`config.mk`:
```
export PLATFORM = sky130hd
export DESIGN_NAME = nb_ctrl_regs
export DESIGN_NICKNAME = d
export VERILOG_FILES = /design/src/rtl/nb_regs_pkg.sv /design/src/rtl/nb_wr_decode.sv /design/src/rtl/nb_word_reg.sv /design/src/rtl/nb_int_enable.sv /design/src/rtl/nb_reset_pulse.sv /design/src/rtl/nb_ctrl_regs.sv
export SDC_FILE = /design/constraint.sdc
export NUM_CORES = 1
export LEC_CHECK = 0
export CAP_MARGIN = 10
export CORE_MARGIN = 2
export CORE_UTILIZATION = 55
export DETAILED_ROUTE_END_ITERATION = 12
export DONT_BUFFER_PORTS = 1
export PLACE_DENSITY = 0.7
export REMOVE_ABC_BUFFERS = 1
export SETUP_SLACK_MARGIN = 0.1
export SKIP_CTS_REPAIR_TIMING = 1
export SLEW_MARGIN = 20
export SYNTH_ARGS = -nofsm -noshare
export SYNTH_HDL_FRONTEND = slang
export SYNTH_SLANG_ARGS = --single-unit
export TNS_END_PERCENT = 100
```
`constraint.sdc`:
```
create_clock -name clk_i -period 3.2 [get_ports clk_i]
set_clock_uncertainty 0.15 [all_clocks]
set_input_delay 0.8 -clock clk_i [delete_from_list [all_inputs] [get_ports clk_i]]
set_output_delay 0.8 -clock clk_i [all_outputs]
set_load 0.01 [all_outputs]
```
`src/rtl/nb_regs_pkg.sv`:
```
package nb_regs_pkg;
  localparam int DATA_W    = 32;
  localparam int NUM_WORDS = 28;

  localparam int IDX_PWRON   = 0;
  localparam int IDX_GENCFG  = 1;
  localparam int IDX_IODEV   = 2;
  localparam int IDX_SDRAM   = 3;
  localparam int IDX_PCIMAP  = 4;
  localparam int IDX_GPIO_D  = 7;
  localparam int IDX_GPIO_E  = 8;
  localparam int IDX_INT_EDG = 9;
  localparam int IDX_INT_POL = 11;
  localparam int IDX_EN_SET  = 12;
  localparam int IDX_EN_CLR  = 13;
  localparam int IDX_INT_EN  = 14;
  localparam int IDX_INT_ISR = 15;
  localparam int IDX_DQCFG   = 26;
  localparam int IDX_MEMSZ   = 27;

  localparam int RST_BIT = 2;

  typedef logic [DATA_W-1:0] word_t;

  function automatic word_t reset_value(input int idx);
    case (idx)
      IDX_PWRON:  return 32'h0000_0C40;
      IDX_GENCFG: return 32'h0000_1384;
      IDX_IODEV:  return 32'h2BFF_8010;
      IDX_SDRAM:  return 32'h255E_0091;
      IDX_PCIMAP: return 32'h0000_6140;
      IDX_GPIO_D: return 32'h0000_01FF;
      IDX_GPIO_E: return 32'h0000_01FF;
      IDX_DQCFG:  return 32'h0000_0008;
      IDX_MEMSZ:  return 32'h1000_0000;
      default:    return '0;
    endcase
  endfunction
endpackage

```
`src/rtl/nb_wr_decode.sv`:
```
module nb_wr_decode #(
  parameter int IDX_W  = 5,
  parameter int NWORDS = 28
) (
  input  logic              clk_i,
  input  logic              rst_ni,
  input  logic              valid_i,
  input  logic              write_i,
  input  logic [IDX_W-1:0]  idx_i,
  output logic [NWORDS-1:0] stb_o
);
  always_comb begin
    stb_o = '0;
    for (int i = 0; i < NWORDS; i++) begin
      if (valid_i && write_i && (int'(idx_i) == i)) stb_o[i] = 1'b1;
    end
  end

  p_onehot_stb_r2: assert property (@(posedge clk_i) disable iff (!rst_ni)
    $onehot0(stb_o));
  p_no_stb_unmapped_r7: assert property (@(posedge clk_i) disable iff (!rst_ni)
    (int'(idx_i) >= NWORDS) |-> (stb_o == '0));
endmodule

```
`src/rtl/nb_word_reg.sv`:
```
module nb_word_reg #(
  parameter int          W         = 32,
  parameter logic [W-1:0] RESET_VAL = '0
) (
  input  logic         clk_i,
  input  logic         rst_ni,
  input  logic         we_i,
  input  logic [W-1:0] d_i,
  output logic [W-1:0] q_o
);
  always_ff @(posedge clk_i or negedge rst_ni) begin
    if (!rst_ni)   q_o <= RESET_VAL;
    else if (we_i) q_o <= d_i;
  end
endmodule

```
`src/rtl/nb_int_enable.sv`:
```
module nb_int_enable #(
  parameter int W = 32
) (
  input  logic         clk_i,
  input  logic         rst_ni,
  input  logic         set_i,
  input  logic         clr_i,
  input  logic [W-1:0] bits_i,
  output logic [W-1:0] en_o
);
  always_ff @(posedge clk_i or negedge rst_ni) begin
    if (!rst_ni)     en_o <= '0;
    else if (set_i)  en_o <= en_o | bits_i;
    else if (clr_i)  en_o <= en_o & ~bits_i;
  end

  p_set_bits_r3: assert property (@(posedge clk_i) disable iff (!rst_ni)
    set_i |=> ((en_o & $past(bits_i)) == $past(bits_i)));
  p_set_keeps_r3: assert property (@(posedge clk_i) disable iff (!rst_ni)
    set_i |=> ((en_o & $past(en_o)) == $past(en_o)));
  p_clr_bits_r4: assert property (@(posedge clk_i) disable iff (!rst_ni)
    clr_i |=> ((en_o & $past(bits_i)) == '0));
  p_idle_stable_r5: assert property (@(posedge clk_i) disable iff (!rst_ni)
    (!set_i && !clr_i) |=> $stable(en_o));
endmodule

```
`src/rtl/nb_reset_pulse.sv`:
```
module nb_reset_pulse (
  input  logic clk_i,
  input  logic rst_ni,
  input  logic we_i,
  input  logic old_bit_i,
  input  logic new_bit_i,
  output logic req_o
);
  always_ff @(posedge clk_i or negedge rst_ni) begin
    if (!rst_ni) req_o <= 1'b0;
    else         req_o <= we_i && !old_bit_i && new_bit_i;
  end

  p_single_pulse_r6: assert property (@(posedge clk_i) disable iff (!rst_ni)
    req_o |=> !req_o);
endmodule

```
`src/rtl/nb_ctrl_regs.sv`:
```
module nb_ctrl_regs
  import nb_regs_pkg::*;
#(
  parameter int ADDR_W = 5
) (
  input  logic              clk_i,
  input  logic              rst_ni,
  input  logic              acc_valid_i,
  input  logic              acc_write_i,
  input  logic [ADDR_W-1:0] acc_addr_i,
  input  logic [DATA_W-1:0] acc_wdata_i,
  output logic [DATA_W-1:0] acc_rdata_o,
  output logic              sys_rst_req_o,
  output logic [DATA_W-1:0] int_edge_o,
  output logic [DATA_W-1:0] int_pol_o
);
  localparam int NUM_SLOTS = 1 << ADDR_W;

  logic [NUM_WORDS-1:0] wr_stb;
  word_t                word_q [NUM_SLOTS];

  nb_wr_decode #(.IDX_W(ADDR_W), .NWORDS(NUM_WORDS)) u_dec (
    .clk_i   (clk_i),
    .rst_ni  (rst_ni),
    .valid_i (acc_valid_i),
    .write_i (acc_write_i),
    .idx_i   (acc_addr_i),
    .stb_o   (wr_stb)
  );

  for (genvar i = 0; i < NUM_SLOTS; i++) begin : g_slot
    if (i >= NUM_WORDS) begin : g_hole
      assign word_q[i] = '0;
    end else if (i == IDX_INT_EN) begin : g_en
      nb_int_enable #(.W(DATA_W)) u_en (
        .clk_i  (clk_i),
        .rst_ni (rst_ni),
        .set_i  (wr_stb[IDX_EN_SET]),
        .clr_i  (wr_stb[IDX_EN_CLR]),
        .bits_i (acc_wdata_i),
        .en_o   (word_q[i])
      );
      p_en_ro_r5: assert property (@(posedge clk_i) disable iff (!rst_ni)
        wr_stb[i] |=> $stable(word_q[i]));
    end else if (i == IDX_INT_ISR) begin : g_isr
      assign word_q[i] = '0;
      p_isr_ro_r5: assert property (@(posedge clk_i) disable iff (!rst_ni)
        wr_stb[i] |=> (word_q[i] == '0));
    end else begin : g_word
      nb_word_reg #(.W(DATA_W), .RESET_VAL(reset_value(i))) u_reg (
        .clk_i  (clk_i),
        .rst_ni (rst_ni),
        .we_i   (wr_stb[i]),
        .d_i    (acc_wdata_i),
        .q_o    (word_q[i])
      );
    end
  end

  nb_reset_pulse u_rst (
    .clk_i     (clk_i),
    .rst_ni    (rst_ni),
    .we_i      (wr_stb[IDX_GENCFG]),
    .old_bit_i (word_q[IDX_GENCFG][RST_BIT]),
    .new_bit_i (acc_wdata_i[RST_BIT]),
    .req_o     (sys_rst_req_o)
  );

  assign acc_rdata_o = word_q[acc_addr_i];
  assign int_edge_o  = word_q[IDX_INT_EDG];
  assign int_pol_o   = word_q[IDX_INT_POL];

  p_req_bit_set_r6: assert property (@(posedge clk_i) disable iff (!rst_ni)
    sys_rst_req_o |-> word_q[IDX_GENCFG][RST_BIT]);
  p_req_from_write_r6: assert property (@(posedge clk_i) disable iff (!rst_ni)
    sys_rst_req_o |-> $past(wr_stb[IDX_GENCFG]));
  p_unmapped_wr_r7: assert property (@(posedge clk_i) disable iff (!rst_ni)
    (acc_valid_i && acc_write_i && (int'(acc_addr_i) >= NUM_WORDS))
      |=> ($stable(int_edge_o) && $stable(int_pol_o) && !sys_rst_req_o));
endmodule

```
==> implementation parameters <==
Parameter                              Value

Place
  Post-DP HPWL    52260 µm
  Post-placement cell count    3340
  Port Buf Inserts    0
  Instance area at placement    40450 µm²
  GP Congestion    0.7555

STA
  Headroom to the max-slew limit    -139.5%
  Crit path setup slack, layout    -0.002251 ns
  Final count of negative-setup-slack endpoints    1
  Final-report max-slew violation count    691
  Highest Clock Rate    312.3 MHz
  Final worst path period need    3.202 ns
  Unrepaired setup endpoints after global routing    yes
  Setup_tns    -0.002251 ns
  Share of the clock period used by the worst path    100.1%
  Final-layout worst hold slack    -0.2922 ns
  Number of hold-slack violations in the final timing report    143
  Worst-margin pin slew    3.592 ns

Power and ir drop
  Leakage power    0.01996 µW
  Sw frac    22.70%
  Power density of the placed cells    611.7 nW/µm²
  Design internal power    20660 µW
  Sequential share of power    49.7%
  Largest voltage drop on the vdd net    496.7 µV
  Switching pwr    6067 µW
  Logic gate share of total power    10.1%
  Total Power    26730 µW
  Proportion of power drawn by the clock network    40.2%

Clocking
  Largest buffer count on any clock path    3
  Clock buffers created by TritonCTS    92
  TritonCTS clock tree    yes
  Clock Sinks    865
  Clock network latency to the later pin of the worst-skew pair    0.63 ns
  Count of H-tree levels built during CTS    3
  Clock slew at the register clock pins of the worst setup and hold paths    0.06 ns
  Root buffer cell    sky130_fd_sc_hd__clkbuf_16

Global routing
  Global route total overflow    0
  Initial antenna violation count    0
  Total track usage    26.39%
  Pin count of the biggest net entering global routing    866
  Number of global-route vias before repair    24030
  Wire length of the first global-routing pass    147900 µm

Critical path
  Worst setup slack for register-to-register paths    2.21 ns
  Length in cells of the worst reg-to-reg path    1
  Nature of the critical path startpoint    input port
  Category of the critical setup timing path    input port to output pin
  Origin of the critical flop-to-flop path    g_slot[9].g_word.u_reg.q_o[10]
  Endpoint type of the worst setup path    output pin
  Data required, critical path    2.25 ns
  CP arrival    2.25 ns
  Endpoint of the worst register-to-register path    g_slot[9].g_word.u_reg.q_o[10]
  Highest fanout seen on the critical path    163

Drt
  DRC violation count after routing    0
  Detail Route Antenna Nets    0
  Routed wire length on met2    45560 µm
  Total length of routed met3 wires    5404 µm
  Total wire length after detailed routing    94790 µm
  Routed vias/inst    6.303
  Drt wl/cell    26.98 µm
  Drt pass-1 iters    7
  Post-Route M1 WL    41200 µm
  Detailed-route via count    22140
  Highest metal used    met4
  Initial DRC Count    1665

Synthesis
  Post-Synthesis Cell Area    39220 µm²
  Syn Inst Count    2542
  Most used flip-flop cell after synthesis    sky130_fd_sc_hd__dfrtp_1
  Number of flops mapped to enable cells by yosys    0
  Post-synth cell types    39
  #FFs+latches synth    865
  Share of the yosys chip area belonging to registers    55.38%
  Synth warn    0
  Fraction of registers with async set/reset    100.0%
  Average footprint of a synthesized cell    15.43 µm²

Finish
  Final Cell Area    43690 µm²
  Share of final-layout standard cells stronger than drive strength 1    50.87%
  Most common cell after layout, fill and taps aside    sky130_fd_sc_hd__dfrtp_1
  Filler Cell Count    5074
  Count of inserted antenna diode cells    0
  Nets    2535
  Most frequent cells in the layout    807 x sky130_fd_sc_hd__dfrtp_1, 765 x sky130_fd_sc_hd__mux2_2, 192 x sky130_fd_sc_hd__mux4_2
  Area grow syn2layout    11.40%
  Layout Cells excl Fill    3513

Worst hold path
  Min-delay worst type    input port to async pin

Job
  # Max-Cap Violations    0

Floorplan
  Effective utilization at floorplan    55.81%
  Placement Rows    97
  I/O pins    138
  X dimension of the die    271.0 µm
  Area enclosed by the die boundary    73460 µm²
  Core Area    70270 µm²
  Vertical die dimension    271.0 µm

Run status
  Violated checks    hold timing, slew limit, setup timing
  Result of the run    finished with violations
==> cells in the mapped netlist, types with 4 or more instances <==
cell	count	area [µm²]
sky130_fd_sc_hd__dfrtp_1	808	20220
sky130_fd_sc_hd__and3b_1	4	35.03
sky130_fd_sc_hd__mux2i_1	43	430.4
sky130_fd_sc_hd__dfstp_2	57	1498
sky130_fd_sc_hd__o211ai_1	12	90.09
sky130_fd_sc_hd__clkbuf_1	84	315.3
sky130_fd_sc_hd__buf_4	38	285.3
sky130_fd_sc_hd__and2_1	7	43.79
sky130_fd_sc_hd__a22oi_1	21	157.7
sky130_fd_sc_hd__buf_2	99	495.5
sky130_fd_sc_hd__nor2_2	16	100.1
sky130_fd_sc_hd__buf_6	8	90.09
sky130_fd_sc_hd__buf_1	5	18.77
sky130_fd_sc_hd__nor2_1	10	37.54
sky130_fd_sc_hd__o211a_1	20	200.2
sky130_fd_sc_hd__a22o_1	32	280.3
sky130_fd_sc_hd__mux4_2	192	4324
sky130_fd_sc_hd__nand2_1	177	664.4
sky130_fd_sc_hd__o2111ai_1	5	43.79
sky130_fd_sc_hd__o21a_1	6	45.04
sky130_fd_sc_hd__mux2_1	56	630.6
sky130_fd_sc_hd__nand3_1	10	50.05
sky130_fd_sc_hd__mux2_2	765	8615
sky130_fd_sc_hd__a31oi_1	20	125.1
sky130_fd_sc_hd__a221oi_2	4	60.06
sky130_fd_sc_hd__a221oi_1	27	236.5
==> worst max-delay path by stage <==
stage,start,cells after the start,slack (ns),end
after floorplan,acc_addr_i[3],4,-1.19,g_slot[21].g_word.u_reg.q_o[0]
final,acc_addr_i[1],5,-0.002,acc_rdata_o[13]
after detailed placement,acc_addr_i[0],6,0.07,acc_rdata_o[30]
after global routing,g_slot[27].g_word.u_reg.q_o[14],5,0.004,acc_rdata_o[14]
after CTS,g_slot[27].g_word.u_reg.q_o[12],5,0.05,acc_rdata_o[12]
after global placement,acc_addr_i[0],6,0.05,acc_rdata_o[30]
==> per-stage QoR <==
| stage | setup WS [ns] | util (%) |
|---|---|---|
| 2_1_floorplan | -1.187 | - |
| 4_1_cts | 0.05313 | 61.97 |
| 3_5_place_dp | 0.06571 | 57.56 |
| 5_1_grt | 0.003845 | 62.17 |
| 3_3_place_gp | 0.04526 | 57.56 |
| 6_report | -0.002251 | 62.17 |
==> flip-flops by register name, summed over array words and instances, names as in the netlist, named ones only <==
register / flops
g_slot.g_word.u_reg.q_o: 832
u_rst.req_o: 1
==> power groups by stage <==
stage | Combinational, µW | Sequential (µW) | Clock [µW]
after detailed placement | 2680 | 13500 | 0
after CTS | 2690 | 13300 | 10900
after global routing | 2910 | 13500 | 11400
final | 2700 | 13300 | 10700
after global placement | 2560 | 13300 | 0
after floorplan | 2240 | 13200 | 0
==> logic make-up (layout without fill, tap and decap cells) <==
logic type	after synthesis	after routing	share of synthesized area [%]
simple gates	235	235	2.607
compound gates	150	150	3.216
buf+inv	236	267	3.104
flops	865	865	55.38
mux	1056	1056	35.70
==> area by class of cell <==
class | count | area, µm² | share of cell area (%)
clock buffers | 143 | 2735 | 6.261
multi-input cells | 1441 | 16550 | 37.88
well taps | 940 | 1176 | 2.692
flip-flops and latches | 865 | 21720 | 49.71
clock inverters | 30 | 366.6 | 0.8391
repair buffers | 94 | 1142 | 2.615
==> worst max-delay path: stages <==
cell,delay [ns]
sky130_fd_sc_hd__and4b_2,0.37
sky130_fd_sc_hd__buf_4,0.18
sky130_fd_sc_hd__a221oi_1,0.42
sky130_fd_sc_hd__a31oi_4,0.17
sky130_fd_sc_hd__buf_6,0.16
==> layer usage <==
layer / GRT usage [%] / up-vias
li1: - / 9342
met1: 36.58 / 12110
met2: 42.36 / 552
met3: 5.485 / 139
met4: 7.837 / 0
met5: 0 / -
Note: power is estimated with default switching activity, not from simulation.
